<file path="config.mk">
export PLATFORM = sky130hd
export DESIGN_NAME = pci_lane_initiator
export DESIGN_NICKNAME = d
export VERILOG_FILES = /design/src/rtl/pcib_pkg.sv /design/src/rtl/pcib_lanes.sv /design/src/rtl/pcib_seq.sv /design/src/rtl/pcib_regs.sv /design/src/rtl/pci_lane_initiator.sv
export SDC_FILE = /design/constraint.sdc
export NUM_CORES = 1
export LEC_CHECK = 0
export BUFFER_PORTS_ARGS = -buffer_cell sky130_fd_sc_hd__buf_4
export CELL_PAD_IN_SITES_DETAIL_PLACEMENT = 0
export CELL_PAD_IN_SITES_GLOBAL_PLACEMENT = 1
export CORE_MARGIN = 2
export CORE_UTILIZATION = 41
export CTS_CLUSTER_DIAMETER = 120
export CTS_CLUSTER_SIZE = 8
export DETAILED_ROUTE_END_ITERATION = 16
export GPL_TIMING_DRIVEN = 0
export PLACE_DENSITY_LB_ADDON = 0.3
export SYNTH_ARGS = -nofsm -noshare
export SYNTH_HDL_FRONTEND = slang
export SYNTH_SLANG_ARGS = --single-unit
</file>
<file path="constraint.sdc">
create_clock -name clk -period 2.41 [get_ports clk]
set_input_delay 0.482 -clock clk [delete_from_list [all_inputs] [get_ports clk]]
set_output_delay 0.482 -clock clk [all_outputs]
set_load 0.02 [all_outputs]
</file>
<file path="src/rtl/pcib_pkg.sv">
`timescale 1ns/1ps
package pcib_pkg;

  typedef enum logic [1:0] {
    SQ_IDLE = 2'd0,
    SQ_ADDR = 2'd1,
    SQ_DATA = 2'd2,
    SQ_TURN = 2'd3
  } sq_state_t;

  // register select, upper two offset bits
  localparam logic [1:0] RSEL_CTRL = 2'd0;
  localparam logic [1:0] RSEL_ADDR = 2'd1;
  localparam logic [1:0] RSEL_WDAT = 2'd2;
  localparam logic [1:0] RSEL_RDAT = 2'd3;

  // bus commands
  localparam logic [3:0] BC_IO_RD  = 4'h2;
  localparam logic [3:0] BC_IO_WR  = 4'h3;
  localparam logic [3:0] BC_CFG_RD = 4'hA;
  localparam logic [3:0] BC_CFG_WR = 4'hB;

  // control field positions
  localparam int CB_SELA = 12;
  localparam int CB_SELB = 13;
  localparam int CB_RST  = 15;
  localparam int CB_IDLE = 16;
  localparam int CB_ERR  = 17;

endpackage

</file>
<file path="src/rtl/pcib_lanes.sv">
`timescale 1ns/1ps
module pcib_lanes #(
  parameter int LANES = 4,
  parameter int LW    = $clog2(LANES)
) (
  input  logic [LW-1:0]    lane,
  input  logic             cfg,
  output logic [LANES-1:0] be_n
);
  for (genvar i = 0; i < LANES; i++) begin : g_lane
    assign be_n[i] = cfg ? 1'b0 : (lane != LW'(i));
  end
endmodule

</file>
<file path="src/rtl/pcib_seq.sv">
`timescale 1ns/1ps
module pcib_seq
  import pcib_pkg::*;
#(
  parameter int DEVSEL_WAIT = 5
) (
  input  logic      clk,
  input  logic      rst_n,
  input  logic      start,
  input  logic      trdy_n,
  input  logic      devsel_n,
  input  logic      stop_n,
  output sq_state_t state,
  output logic      fin_valid,
  output logic      fin_ok
);
  localparam int CNT_W = $clog2(DEVSEL_WAIT + 1);
  localparam logic [CNT_W-1:0] CNT_LIM = CNT_W'(DEVSEL_WAIT);

  sq_state_t        st_q, st_d;
  logic [CNT_W-1:0] cnt_q, cnt_d;
  logic             seen_q, seen_d;
  logic             seen_now;
  logic             cnt_en;

  assign seen_now = seen_q | ~devsel_n;
  assign cnt_en   = (st_q == SQ_ADDR) || (st_q == SQ_DATA);

  always_comb begin
    st_d      = st_q;
    cnt_d     = cnt_q;
    seen_d    = seen_q;
    fin_valid = 1'b0;
    fin_ok    = 1'b0;
    case (st_q)
      SQ_IDLE: if (start) st_d = SQ_ADDR;
      SQ_ADDR: begin
        st_d   = SQ_DATA;
        cnt_d  = CNT_W'(1);
        seen_d = 1'b0;
      end
      SQ_DATA: begin
        seen_d = seen_now;
        if (cnt_q != CNT_LIM) cnt_d = cnt_q + CNT_W'(1);
        if (seen_now && !trdy_n) begin
          fin_valid = 1'b1;
          fin_ok    = 1'b1;
          st_d      = SQ_TURN;
        end else if (seen_now && !stop_n) begin
          fin_valid = 1'b1;
          st_d      = SQ_TURN;
        end else if (!seen_now && cnt_q == CNT_LIM) begin
          fin_valid = 1'b1;
          st_d      = SQ_TURN;
        end
      end
      default: st_d = SQ_IDLE;
    endcase
  end

  always_ff @(posedge clk or negedge rst_n) begin
    if (!rst_n) begin
      st_q   <= SQ_IDLE;
      cnt_q  <= '0;
      seen_q <= 1'b0;
    end else begin
      st_q <= st_d;
      if (cnt_en) begin
        cnt_q  <= cnt_d;
        seen_q <= seen_d;
      end
    end
  end

  assign state = st_q;
endmodule

</file>
<file path="src/rtl/pcib_regs.sv">
`timescale 1ns/1ps
module pcib_regs
  import pcib_pkg::*;
#(
  parameter int LANES = 4,
  parameter int OFS_W = 17
) (
  input  logic               clk,
  input  logic               rst_n,
  input  logic               cpu_we,
  input  logic [OFS_W-1:0]   cpu_addr,
  input  logic [8*LANES-1:0] cpu_wdata,
  output logic [8*LANES-1:0] cpu_rdata,
  input  logic               idle,
  input  logic               fin_valid,
  input  logic               fin_ok,
  input  logic [8*LANES-1:0] bus_rdata,
  output logic               start,
  output logic [3:0]         code,
  output logic               sel_a,
  output logic               sel_b,
  output logic               rst_bit,
  output logic [8*LANES-1:0] addr_q,
  output logic [8*LANES-1:0] wdat_q
);
  localparam int DW     = 8 * LANES;
  localparam int SEL_LO = OFS_W - 2;

  logic [1:0]    rsel;
  logic          hit, code_ok, is_rd;
  logic [3:0]    code_q, code_d;
  logic          sela_q, sela_d, selb_q, selb_d, rst_q, rst_d;
  logic          err_q, err_d;
  logic [DW-1:0] addr_d, wdat_d, rdat_q, rdat_d;
  logic          ctrl_unused;

  assign rsel    = cpu_addr[OFS_W-1:SEL_LO];
  assign hit     = cpu_we && idle && (cpu_addr[SEL_LO-1:0] == '0);
  assign code_ok = (cpu_wdata[3:0] == BC_IO_RD) || (cpu_wdata[3:0] == BC_IO_WR);
  assign start   = hit && (rsel == RSEL_CTRL) && code_ok;
  assign is_rd   = (code_q == BC_IO_RD);
  assign ctrl_unused = ^{cpu_wdata[DW-1:CB_RST+1], cpu_wdata[CB_RST-1:CB_SELB+1],
                         cpu_wdata[CB_SELA-1:4]};

  always_comb begin
    code_d = code_q;
    sela_d = sela_q;
    selb_d = selb_q;
    rst_d  = rst_q;
    addr_d = addr_q;
    wdat_d = wdat_q;
    err_d  = err_q;
    rdat_d = rdat_q;
    if (hit) begin
      case (rsel)
        RSEL_CTRL: begin
          code_d = cpu_wdata[3:0];
          sela_d = cpu_wdata[CB_SELA];
          selb_d = cpu_wdata[CB_SELB];
          rst_d  = cpu_wdata[CB_RST];
        end
        RSEL_ADDR: addr_d = cpu_wdata;
        RSEL_WDAT: wdat_d = cpu_wdata;
        default: ;
      endcase
    end
    if (start) begin
      err_d  = 1'b0;
      rdat_d = '0;
    end else if (fin_valid) begin
      if (!fin_ok) err_d = 1'b1;
      if (is_rd) rdat_d = fin_ok ? bus_rdata : '1;
    end
  end

  always_ff @(posedge clk or negedge rst_n) begin
    if (!rst_n) begin
      code_q <= '0;
      sela_q <= 1'b0;
      selb_q <= 1'b0;
      rst_q  <= 1'b0;
      addr_q <= '0;
      wdat_q <= '0;
      err_q  <= 1'b0;
      rdat_q <= '0;
    end else begin
      if (hit) begin
        code_q <= code_d;
        sela_q <= sela_d;
        selb_q <= selb_d;
        rst_q  <= rst_d;
        addr_q <= addr_d;
        wdat_q <= wdat_d;
      end
      if (start || fin_valid) begin
        err_q  <= err_d;
        rdat_q <= rdat_d;
      end
    end
  end

  always_comb begin
    cpu_rdata = '0;
    case (rsel)
      RSEL_CTRL: begin
        cpu_rdata[3:0]     = code_q;
        cpu_rdata[CB_SELA] = sela_q;
        cpu_rdata[CB_SELB] = selb_q;
        cpu_rdata[CB_RST]  = rst_q;
        cpu_rdata[CB_IDLE] = idle;
        cpu_rdata[CB_ERR]  = err_q;
      end
      RSEL_ADDR: cpu_rdata = addr_q;
      RSEL_WDAT: cpu_rdata = wdat_q;
      default:   cpu_rdata = rdat_q;
    endcase
  end

  assign code    = code_q;
  assign sel_a   = sela_q;
  assign sel_b   = selb_q;
  assign rst_bit = rst_q;
endmodule

</file>
<file path="src/rtl/pci_lane_initiator.sv">
`timescale 1ns/1ps
module pci_lane_initiator
  import pcib_pkg::*;
#(
  parameter int LANES       = 4,
  parameter int DEVSEL_WAIT = 5,
  parameter int OFS_W       = 17
) (
  input  logic               clk,
  input  logic               rst_n,
  input  logic               cpu_we,
  input  logic [OFS_W-1:0]   cpu_addr,
  input  logic [8*LANES-1:0] cpu_wdata,
  output logic [8*LANES-1:0] cpu_rdata,
  output logic [8*LANES-1:0] pci_ad_o,
  output logic               pci_ad_oe,
  input  logic [8*LANES-1:0] pci_ad_i,
  output logic [LANES-1:0]   pci_cbe_n,
  output logic               pci_frame_n,
  output logic               pci_irdy_n,
  input  logic               pci_trdy_n,
  input  logic               pci_devsel_n,
  input  logic               pci_stop_n,
  output logic [1:0]         pci_idsel,
  output logic               pci_rst_n
);
  localparam int DW = 8 * LANES;
  localparam int LW = $clog2(LANES);

  sq_state_t     state;
  logic          start, fin_valid, fin_ok, idle;
  logic [3:0]    code, bus_cmd;
  logic          sel_a, sel_b, rst_bit, cfg, is_wr;
  logic [DW-1:0] addr_q, wdat_q;
  logic [LANES-1:0] be_n;

  assign idle  = (state == SQ_IDLE);
  assign cfg   = sel_a | sel_b;
  assign is_wr = (code == BC_IO_WR);

  pcib_regs #(.LANES(LANES), .OFS_W(OFS_W)) u_regs (
    .clk(clk), .rst_n(rst_n), .cpu_we(cpu_we), .cpu_addr(cpu_addr),
    .cpu_wdata(cpu_wdata), .cpu_rdata(cpu_rdata), .idle(idle),
    .fin_valid(fin_valid), .fin_ok(fin_ok), .bus_rdata(pci_ad_i),
    .start(start), .code(code), .sel_a(sel_a), .sel_b(sel_b),
    .rst_bit(rst_bit), .addr_q(addr_q), .wdat_q(wdat_q)
  );

  pcib_seq #(.DEVSEL_WAIT(DEVSEL_WAIT)) u_seq (
    .clk(clk), .rst_n(rst_n), .start(start), .trdy_n(pci_trdy_n),
    .devsel_n(pci_devsel_n), .stop_n(pci_stop_n), .state(state),
    .fin_valid(fin_valid), .fin_ok(fin_ok)
  );

  pcib_lanes #(.LANES(LANES)) u_lanes (
    .lane(addr_q[LW-1:0]), .cfg(cfg), .be_n(be_n)
  );

  always_comb begin
    if (cfg) bus_cmd = is_wr ? BC_CFG_WR : BC_CFG_RD;
    else     bus_cmd = code;
  end

  always_comb begin
    pci_frame_n = (state != SQ_ADDR);
    pci_irdy_n  = (state != SQ_DATA);
    pci_ad_oe   = 1'b0;
    pci_ad_o    = '0;
    pci_cbe_n   = '1;
    case (state)
      SQ_ADDR: begin
        pci_ad_oe = 1'b1;
        pci_ad_o  = addr_q;
        pci_cbe_n = LANES'(bus_cmd);
      end
      SQ_DATA: begin
        pci_ad_oe = is_wr;
        pci_ad_o  = is_wr ? wdat_q : '0;
        pci_cbe_n = be_n;
      end
      default: ;
    endcase
  end

  assign pci_idsel = {sel_b, sel_a};
  assign pci_rst_n = ~rst_bit;
endmodule

</file>
==> key figures, run 1 <==
Logic synthesis
  • EDFF count, synth: 0
  • Top cells by instance count after synthesis: dfrtp_1 (110), mux2_2 (61), a21oi_1 (41), nor2_1 (39)
  • Synth top area cells: dfrtp_1 (47%), mux2_2 (12%), mux2_1 (6.3%)
  • Top-area cell type share of the netlist area: 0.468
  • Cell Area, Synth: 5890 sq um
  • Flops & latches, synth: 110
  • Most frequent cell after synthesis: dfrtp_1
  • Sequential area share after synthesis: 0.468
  • Ys flop type: dfrtp_1
  • Post-synthesis cell type count: 42
  • Area leader, netlist: dfrtp_1
  • FFs w/ async S/R, synth: 1.00
  • Post-synth net total: 619
  • Yosys warnings: 0
  • Synthesized instance count: 526
  • Syn Area/Cell: 11.2 sq um

Clock network
  • H-tree levels: 3
  • Clock Path Buffers: 2
  • Num CTS Buffers: 9
  • CTS tree: built
  • Clock root buffer: clkbuf_16
  • Clock sinks: 110
  • Clk Latency, worst-skew pair: 0.36 ns
  • Clock slew at reported path FFs: 0.08 ns

Floorplanning
  • Die Height: 124 microns
  • Core Region: 13900 sq um
  • Initial core utilization: 0.422
  • Num ports: 161
  • Die ar.: 15300 sq um
  • Rows: 43
  • Die W: 124 microns

Global route
  • Met2 usage: 0.411
  • GR Layer Usage met1: 0.335
  • Met3 usage: 0.0467
  • GR peak layer: met2
  • Antenna violations before repair: 0
  • First-pass GRT wire length: 28200 microns
  • GRT Util Overall: 0.249
  • GRT Residual Overflow: 0
  • Vias in the first global route: 5092
  • Pin count of the biggest net entering global routing: 111

Timing
  • RSZ-0062 raised after global routing: true
  • Sum Neg Setup Slack: -3.30 ns
  • Final worst-path cycle share: 1.07
  • Fmax achieved: 389 MHz
  • Final hold violation count: 0
  • Shortest period the worst path allows: 2.57 ns
  • Final setup violation count: 33
  • Slew HR: 0.567
  • Slew Limit Fails: 0
  • Worst-margin pin slew: 0.644 ns
  • Final WS setup: -0.163 ns
  • Skew final: 0.0100 ns

Pwr
  • Leakage power: 0.00389 uW
  • Max IR drop VDD: 0.000418 V
  • Pwr Density: 642 nW/um^2
  • Post-layout power: 5290 uW

Final layout
  • Non-filler cells, final: 894
  • Fraction of layout instances using a drive strength above 1: 0.524
  • Final core occ: 0.591
  • Synth-to-Final Area Change: 39.9%
  • Inserted Diodes: 0
  • Layout net count: 802
  • Finished layout cell area: 8240 sq um

Placed design
  • Post-DP Area: 7370 sq um
  • Post-detail-place hpwl: 13000 microns
  • PortBufs: 158
  • Placed insts: 864
  • Final RePlAce weighted congestion: 0.857

Critical path
  • Delay-heaviest family, CP: simple AND/OR/NAND/NOR gates
  • Crit. End Element: output port
  • Worst path arrival time: 2.09 ns
  • Worst path bufs/invs: 3
  • Crit-path max FO: 7
  • Setup crit start kind: register
  • Crit-path cells: inv_2 -> ha_4 -> and4bb_2 -> and2_4 -> clkbuf_16 -> a22oi_2 -> nor2b_2 -> buf_6
  • Crit-path slowest cell: dfrtp_1
  • Critical Path RT: 1.93 ns
  • CP max stage delay: 0.41 ns
  • Crit. path cell count: 8
  • R2R depth: 9
  • R2R setup slack: 0.13 ns
  • Setup CP Type: register to output port

Min path
  • Hold Path Class: input pin to register
  • Hold path depth: 2

Detailed routing
  • Pre-Repair DR Iteration Count: 5
  • Antenna violation net count after detailed routing: 0
  • DRC: 0
  • Via density: 5.62
  • DR vias: 5024
  • Mean routed wirelength per cell: 20.8 microns
  • Iteration-0 DRC Markers: 306
  • Wirelength, routed: 18600 microns

Run
  • Max-cap violations: 0

Outcome
  • Failing checks: setup timing
  • Run status: finished with violations
-- power by group --
group,internal [uW],total (uW),switching (uW)
combinational,785,1780,991
sequential,1900,1950,48.9
clock,864,1570,701
total,3550,5290,1740
-- registers in the layout, summed over array words and instances, names as in the netlist, 2 cells and up --
signal	count
u_regs.addr_q	32
u_seq.state	2
u_regs.rdat_q	32
u_regs.code	4
u_seq.cnt_q	3
u_regs.wdat_q	32
-- placed cells by master (no fill, tap or decap), types with 4 or more instances in the layout --
master	count
clkbuf_16	12
a21oi_1	41
inv_1	8
o21ai_0	5
mux4_2	9
nor2b_2	30
buf_6	23
buf_4	158
a22o_1	23
dfrtp_1	109
clkbuf_2	11
buf_2	8
nand2_1	6
mux2_1	33
a22oi_2	32
nor2_1	39
mux2_2	61
ha_1	4
clkbuf_1	9
nor3_1	34
nor2b_1	5
-- kinds of logic after synthesis --
kind of cell               count (synthesis)  synth area share
adders and majority gates                  6            0.0128
buffers and inverters                     55            0.0406
AOI/OAI and AO/OA                        113             0.131
muxes                                    105             0.218
xor gates and xnor gates                   1           0.00149
DFF                                      110             0.468
and+or+nand+nor                          136             0.129
-- metal layers --
metal,vias to the layer above,routed length (microns)
met4,0,380
met2,180,9020
met5,-,0
met3,31,1150
li1,2282,-
met1,2531,8060
-- area by class of cell --
class	count	area, sq um
inverters	10	40.0
clock buffers	11	253
plain buffers	43	309
flip-flops and latches	110	2750
well taps	180	225
repair buffers	174	1410
multi-input cells	361	3190
clock inverters	5	57.6
fillers	1158	5700
-- worst register-to-register path: stages, from the launching register on --
cell and delay (ns):
dfrtp_1 0.41, inv_2 0.09, buf_4 0.12, ha_4 0.16, and3b_2 0.23, nand2_4 0.10
nor4b_4 0.34, buf_4 0.16, buf_4 0.20, mux2_1 0.35
-- what timing repair did --
| item | 4_1_cts | 5_1_grt |
|---|---|---|
| pin swaps | 2 | 4 |
| hold buffers | 0 | 1 |
| gates cloned | 1 | 0 |
| setup endpoints to repair | 156 | 137 |
| gates resized for setup | 92 | 24 |
| buffers inserted | 9 | 4 |
| endpoints found under the hold margin | 0 | 16 |
-- stage by stage --
stage	hold slack [ns]	setup WS, ns
2_1_floorplan	0.186	-0.0149
3_3_place_gp	0.485	-0.694
3_5_place_dp	0.497	-0.681
4_1_cts	0.340	-0.196
5_1_grt	0.350	-0.228
6_report	0.346	-0.163
-- path summary, 6_finish.rpt --
kind                           startpoint                end
min reg2reg                  u_regs.err_q       u_regs.err_q
max reg2reg                u_seq.state[0]  u_regs.wdat_q[29]
min                         cpu_wdata[25]  u_regs.wdat_q[25]
max                        u_seq.state[0]       pci_ad_o[16]
min in group asynchronous           rst_n   u_regs.wdat_q[6]
max in group asynchronous           rst_n   u_regs.wdat_q[9]
No activity file was read; power rests on OpenSTA's default activity.
==> run 2, diff against run 1 <==
MAX_ROUTING_LAYER = met4   (was unset)
SYNTH_HIERARCHICAL = 1   (was unset)
==> key figures, run 2 <==
Global route
  • GRT Residual Overflow: 0 (unchanged)
  • GRT Util Overall: 0.247 (-0.00189)
  • Antenna violations before repair: 0 (unchanged)
  • First-pass GRT wire length: 28900 microns (+2.3%)
  • Vias in the first global route: 5058 (-0.67%)
  • Pin count of the biggest net entering global routing: 111 (unchanged)

Timing
  • RSZ-0062 raised after global routing: true
  • Sum Neg Setup Slack: -0.310 ns (+2.99 ns)
  • Final worst-path cycle share: 1.02 (-0.0508)
  • Skew final: 0.0103 ns (+0.000248 ns)
  • Slew Limit Fails: 0 (unchanged)
  • Final setup violation count: 19 (-42%)
  • Final hold violation count: 0 (unchanged)
  • Shortest period the worst path allows: 2.45 ns (-0.122 ns)
  • Final WS setup: -0.0404 ns (+0.122 ns)
  • Fmax achieved: 408 MHz (+5.0%)
  • Slew HR: 0.602 (+0.0351)
  • Worst-margin pin slew: 0.597 ns (-0.0478 ns)

Floorplanning
  • Die ar.: 15500 sq um (+1.1%)
  • Rows: 44 (+2.3%)
  • Die Height: 125 microns (+0.55%)
  • Die W: 125 microns (+0.55%)
  • Core Region: 14400 sq um (+3.1%)
  • Num ports: 161 (unchanged)
  • Initial core utilization: 0.414 (-0.00806)

Logic synthesis
  • Synth top area cells: dfrtp_1 (46%), mux2_2 (17%), a32o_1 (4.9%)
  • Post-synth net total: 598 (-3.4%)
  • FFs w/ async S/R, synth: 1.00 (unchanged)
  • Sequential area share after synthesis: 0.462 (-0.00531)
  • Top-area cell type share of the netlist area: 0.462 (-0.00531)
  • Most frequent cell after synthesis: dfrtp_1
  • Flops & latches, synth: 110 (unchanged)
  • Synthesized instance count: 502 (-4.6%)
  • EDFF count, synth: 0 (unchanged)
  • Yosys warnings: 6 (+6)
  • Area leader, netlist: dfrtp_1
  • Top cells by instance count after synthesis: dfrtp_1 (110), mux2_2 (92), nor2_1 (71), a211oi_1 (32), a32o_1 (29)
  • Post-synthesis cell type count: 52 (+24%)
  • Ys flop type: dfrtp_1
  • Syn Area/Cell: 11.9 sq um (+6.0%)
  • Cell Area, Synth: 5950 sq um (+1.1%)

Final layout
  • Fraction of layout instances using a drive strength above 1: 0.548 (+0.0242)
  • Non-filler cells, final: 872 (-2.5%)
  • Layout net count: 779 (-2.9%)
  • Inserted Diodes: 0 (unchanged)
  • Commonest non-fill, non-tap cell in the layout: buf_4
  • Biggest regs: u_regs/addr_q: 32 flops, u_regs/rdat_q: 32 flops, u_regs/wdat_q: 32 flops
  • Most frequent cells in the layout: buf_4 (143), dfrtp_1 (108), mux2_2 (92), nor2_1 (70), buf_6 (43)
  • Final core occ: 0.566 (-0.0249)
  • Fill cells: 1271 (+9.8%)
  • Synth-to-Final Area Change: 36.6%

Outcome
  • Run status: finished with violations
  • Failing checks: setup timing

Pwr
  • Pwr Density: 599 nW/um^2 (-6.8%)
  • Max IR drop VDD: 0.000309 V (-26%)
  • Post-layout power: 4870 uW (-7.9%)
  • Leakage power: 0.00402 uW (+3.3%)

Placed design
  • DP Worst Slack: -0.482 ns (+0.199 ns)
  • Final RePlAce weighted congestion: 0.809 (-5.6%)
  • Post-detail-place hpwl: 13000 microns (about the same)
  • PortBufs: 158 (unchanged)
  • Placed insts: 844 (-2.3%)

Min path
  • Hold Path Class: input pin to register
  • Hold path depth: 2 (unchanged)

Critical path
  • Setup crit start kind: register
  • Crit-path max FO: 8 (+1)
  • Critical Path RT: 1.93 ns (about the same)
  • Worst path arrival time: 1.97 ns (-0.12 ns)
  • Setup CP Type: register to output port
  • R2R depth: 10 (+1)
  • Crit. End Element: output port

Run
  • Max-cap violations: 0 (unchanged)

Detailed routing
  • Iteration-0 DRC Markers: 370 (+21%)
  • Antenna violation net count after detailed routing: 0 (unchanged)
  • Pre-Repair DR Iteration Count: 5 (unchanged)
  • Mean routed wirelength per cell: 21.6 microns (+3.9%)
  • Wirelength, routed: 18800 microns (+1.3%)
  • DRC: 0 (unchanged)
  • Via density: 5.68 (+0.99%)
  • DR vias: 4949 (-1.5%)

Clock network
  • Num CTS Buffers: 9 (unchanged)
  • Clock slew at reported path FFs: 0.08 ns (about the same)
  • CTS tree: built
  • H-tree levels: 3 (unchanged)
  • Clock Path Buffers: 2 (unchanged)
  • Clk Latency, worst-skew pair: 0.36 ns (about the same)
  • Clock root buffer: clkbuf_16
  • Clock sinks: 110 (unchanged)
[run 2: cell count changes after synthesis, sizes merged, moves of 3 or more]
cell	before	now
a32o	0	32
buf	16	28
a22oi	32	0
nor3	36	2
a211oi	0	32
nor2b	35	2
nor3b	0	4
a21oi	41	10
ha	6	9
clkbuf	29	17
nor2	39	73
inv	9	13
[run 2: area by class of cell]
class / count / area (sq um) / area share
sequential: 110 / 2760 / 0.339
tap: 184 / 230 / 0.0283
clock inverter: 5 / 60.1 / 0.00738
buffer: 41 / 327 / 0.0401
inverter: 13 / 51.3 / 0.00631
multi-input combinational: 334 / 2960 / 0.364
timing repair buffer: 174 / 1510 / 0.186
clock buffer: 11 / 233 / 0.0286
[run 2: worst paths after layout]
kind | startpoint | to | slack (ns)
hold reg to reg | u_regs/addr_q[8] | u_regs/addr_q[8] | 0.52
max in group asynchronous | rst_n | u_seq/state[0] | 1.19
min in group asynchronous | rst_n | u_regs/addr_q[13] | 0.50
hold / removal | cpu_wdata[8] | u_regs/addr_q[8] | 0.36
setup reg to reg | u_seq/state[0] | u_regs/rdat_q[11] | 0.09
setup / recovery | u_seq/state[0] | pci_ad_o[24] | -0.04
[run 2: metrics by stage]
stage,cell area (sq um),hold slack (ns)
6_report,8130,0.355
4_1_cts,8010,0.344
2_1_floorplan,5950,0.186
5_1_grt,8130,0.356
3_3_place_gp,7370,0.492
3_5_place_dp,7370,0.507
[run 2: logic make-up after synthesis]
group | count (synthesis) | share of synthesized area
simple gates | 110 | 0.0937
buf+inv | 58 | 0.0548
xor+xnor | 1 | 0.00147
flops | 110 | 0.462
compound gates | 108 | 0.151
mux | 106 | 0.218
fa+ha+maj | 9 | 0.0189
[run 2: metal layers]
layer | up-vias | global-route usage | routed length, microns | share of wire
met2 | 189 | 0.406 | 9390 | 0.50
met5 | - | - | 0 | 0
met1 | 2508 | 0.306 | 7860 | 0.42
li1 | 2234 | - | - | -
met4 | 0 | 0.0787 | 286 | 0.015
met3 | 18 | 0.0533 | 1320 | 0.070
[run 2: worst max-delay path, cell delays in order (launching register included)]
cell	delay, ns
dfrtp_2	0.42
inv_4	0.06
ha_4	0.27
and3_4	0.36
clkbuf_16	0.21
a32o_1	0.17
buf_6	0.12
[run 2: timing repair]
| action | 4_1_cts | 5_1_grt |
|---|---|---|
| resized for setup | 85 | 30 |
| endpoints found under the setup margin | 89 | 89 |
| hold buffers | 0 | 1 |
| buffers inserted | 8 | 3 |
| hold endpoints to repair | 0 | 10 |
| cloned | 2 | 1 |
| pin swaps | 19 | 19 |
[run 2: report_power, final]
group          leakage (uW)  internal, uW  total (uW)  switching [uW]
sequential          0.00152          1900        1950            49.9
combinational       0.00236           644        1410             766
clock              0.000140           810        1510             704
total               0.00402          3350        4870            1520
==> run 3, diff against run 2 <==
GPL_TIMING_DRIVEN = unset   (was 0)
PLACE_DENSITY_LB_ADDON = 0.1   (was 0.3)
SKIP_CTS_REPAIR_TIMING = 1   (was unset)
==> key figures, run 3 (synthesis gave the netlist of run 2 again) <==
Outcome
  • Run status: complete, no violations

Clock network
  • Clock root buffer: clkbuf_16
  • Clk Latency, worst-skew pair: 0.36 ns (about the same)
  • CTS tree: built
  • H-tree levels: 3 (unchanged)
  • Clock Path Buffers: 2 (unchanged)
  • Clock sinks: 110 (unchanged)
  • Num CTS Buffers: 9 (unchanged)
  • Clock slew at reported path FFs: 0.07 ns (about the same)

Timing
  • Final setup violation count: 0 (-19)
  • Fmax achieved: 419 MHz (+2.6%)
  • Skew final: 0.00934 ns (-0.000949 ns)
  • Slew Limit Fails: 0 (unchanged)
  • RSZ-0062 raised after global routing: true
  • Worst-margin pin slew: 0.611 ns (+0.0144 ns)
  • Hold_ws: 0.128 ns (-0.227 ns)
  • Final worst-path cycle share: 0.991 (-0.0254)
  • Shortest period the worst path allows: 2.39 ns (-0.0613 ns)
  • Sum Neg Setup Slack: 0 ns (+0.310 ns)
  • Slew HR: 0.593 (-0.00957)
  • Final hold violation count: 0 (unchanged)

Detailed routing
  • Antenna violation net count after detailed routing: 0 (unchanged)
  • Via density: 5.67 (about the same)
  • Iteration-0 DRC Markers: 292 (-21%)
  • Wirelength, routed: 18200 microns (-3.2%)
  • Pre-Repair DR Iteration Count: 5 (unchanged)
  • DR vias: 4804 (-2.9%)
  • DRC: 0 (unchanged)
  • Mean routed wirelength per cell: 21.5 microns (-0.35%)

Critical path
  • Crit. End Element: output port
  • Reg2reg start: u_seq/cnt_q[1]
  • Worst path arrival time: 1.91 ns (-0.06 ns)
  • Crit-path max FO: 9 (+1)
  • Setup crit start kind: register
  • R2R Path End: u_regs/rdat_q[10]
  • Critical Path RT: 1.93 ns (about the same)
  • R2R depth: 9 (-1)
  • Setup CP Type: register to output port
  • R2R setup slack: 0.13 ns (+0.04 ns)

Final layout
  • Finished layout cell area: 7920 sq um (-2.7%)
  • Non-filler cells, final: 847 (-2.9%)
  • Fill cells: 1282 (+0.87%)
  • Register area: 2750 sq um (about the same)
  • Layout net count: 756 (-3.0%)
  • Biggest regs: u_regs/addr_q: 32 flops, u_regs/rdat_q: 32 flops, u_regs/wdat_q: 32 flops
  • Synth-to-Final Area Change: 33.0%
  • Commonest non-fill, non-tap cell in the layout: buf_4
  • Fraction of layout instances using a drive strength above 1: 0.517 (-0.0313)
  • Multi-input gate area: 2940 sq um (-0.84%)
  • Most frequent cells in the layout: buf_4 (163), dfrtp_1 (109), mux2_2 (92), nor2_1 (71), a211oi_1 (32)

Pwr
  • Leakage power: 0.00384 uW (-4.6%)
  • Max IR drop VDD: 0.000392 V (+27%)
  • Post-layout power: 4680 uW (-4.0%)
  • Pwr Density: 591 nW/um^2 (-1.3%)

Floorplanning
  • Rows: 44 (unchanged)
  • Die ar.: 15500 sq um (unchanged)
  • Initial core utilization: 0.414 (unchanged)
  • Die W: 125 microns (unchanged)
  • Die Height: 125 microns (unchanged)
  • Core Region: 14400 sq um (unchanged)
  • Num ports: 161 (unchanged)

Placed design
  • Post-detail-place hpwl: 12000 microns (-7.6%)
  • Placed insts: 829 (-1.8%)
  • Post-DP Area: 7460 sq um (+1.3%)
  • Final RePlAce weighted congestion: 0.864 (+6.8%)
  • PortBufs: 160 (+1.3%)

Global route
  • Pin count of the biggest net entering global routing: 47 (-58%)
  • GRT Residual Overflow: 0 (unchanged)
  • Antenna violations before repair: 1 (+1)
  • Vias in the first global route: 5106 (+0.95%)
  • GRT Util Overall: 0.236 (-0.0109)
  • First-pass GRT wire length: 28000 microns (-3.2%)

Min path
  • Hold Path Class: input pin to asynchronous set/reset pin

Run
  • Max-cap violations: 0 (unchanged)
[run 3: cell count changes in the layout (fill, tap and decap cells not counted), sizes merged]
cell / change
clkbuf: -14
buf: -9
clkinv: -2
bufinv: -1
diode: +1
dlygate4sd3: -1
inv: +1
[run 3: area by class of cell]
cell class | instances | area share
inverter | 13 | 0.00616
antenna | 1 | 0.000316
tap | 184 | 0.0291
timing repair buffer | 192 | 0.213
sequential | 110 | 0.348
clock buffer | 10 | 0.0302
multi-input combinational | 334 | 0.371
clock inverter | 3 | 0.00269
[run 3: metal layers]
layer	wire length [microns]	track usage	up-vias
li1	-	-	2195
met1	8190	0.307	2415
met2	8730	0.381	168
met3	985	0.0494	26
met4	338	0.0595	0
met5	0	-	-
[run 3: critical path: stages (launching register included)]
cell	delay (ns)
dfrtp_1	0.39
inv_2	0.11
ha_4	0.23
and3_4	0.23
buf_12	0.16
a32o_1	0.28
buf_4	0.16
[run 3: per-stage QoR]
step,util,setup slack (ns)
2_1_floorplan,-,0.203
3_3_place_gp,0.520,0.202
3_5_place_dp,0.520,0.162
4_1_cts,0.538,-0.110
5_1_grt,0.551,-0.0241
6_report,0.551,0.0209
[run 3: where the power goes]
group	internal (uW)	switching (uW)	total (uW)
logic	614	751	1360
registers	1890	37.5	1930
clock network	715	667	1380
total	3220	1460	4680
[run 3: worst max path at each step]
stage / startpoint / endpoint / slack [ns]
2_1_floorplan: cpu_addr[15] / u_seq/state[1] / 0.20
3_3_place_gp: cpu_addr[5] / u_regs/rst_bit / 0.20
3_5_place_dp: pci_devsel_n / u_regs/rdat_q[10] / 0.16
4_1_cts: u_seq/state[0] / pci_ad_o[10] / -0.11
5_1_grt: u_seq/state[0] / pci_ad_o[22] / -0.02
6_report: u_seq/state[0] / pci_ad_o[15] / 0.02
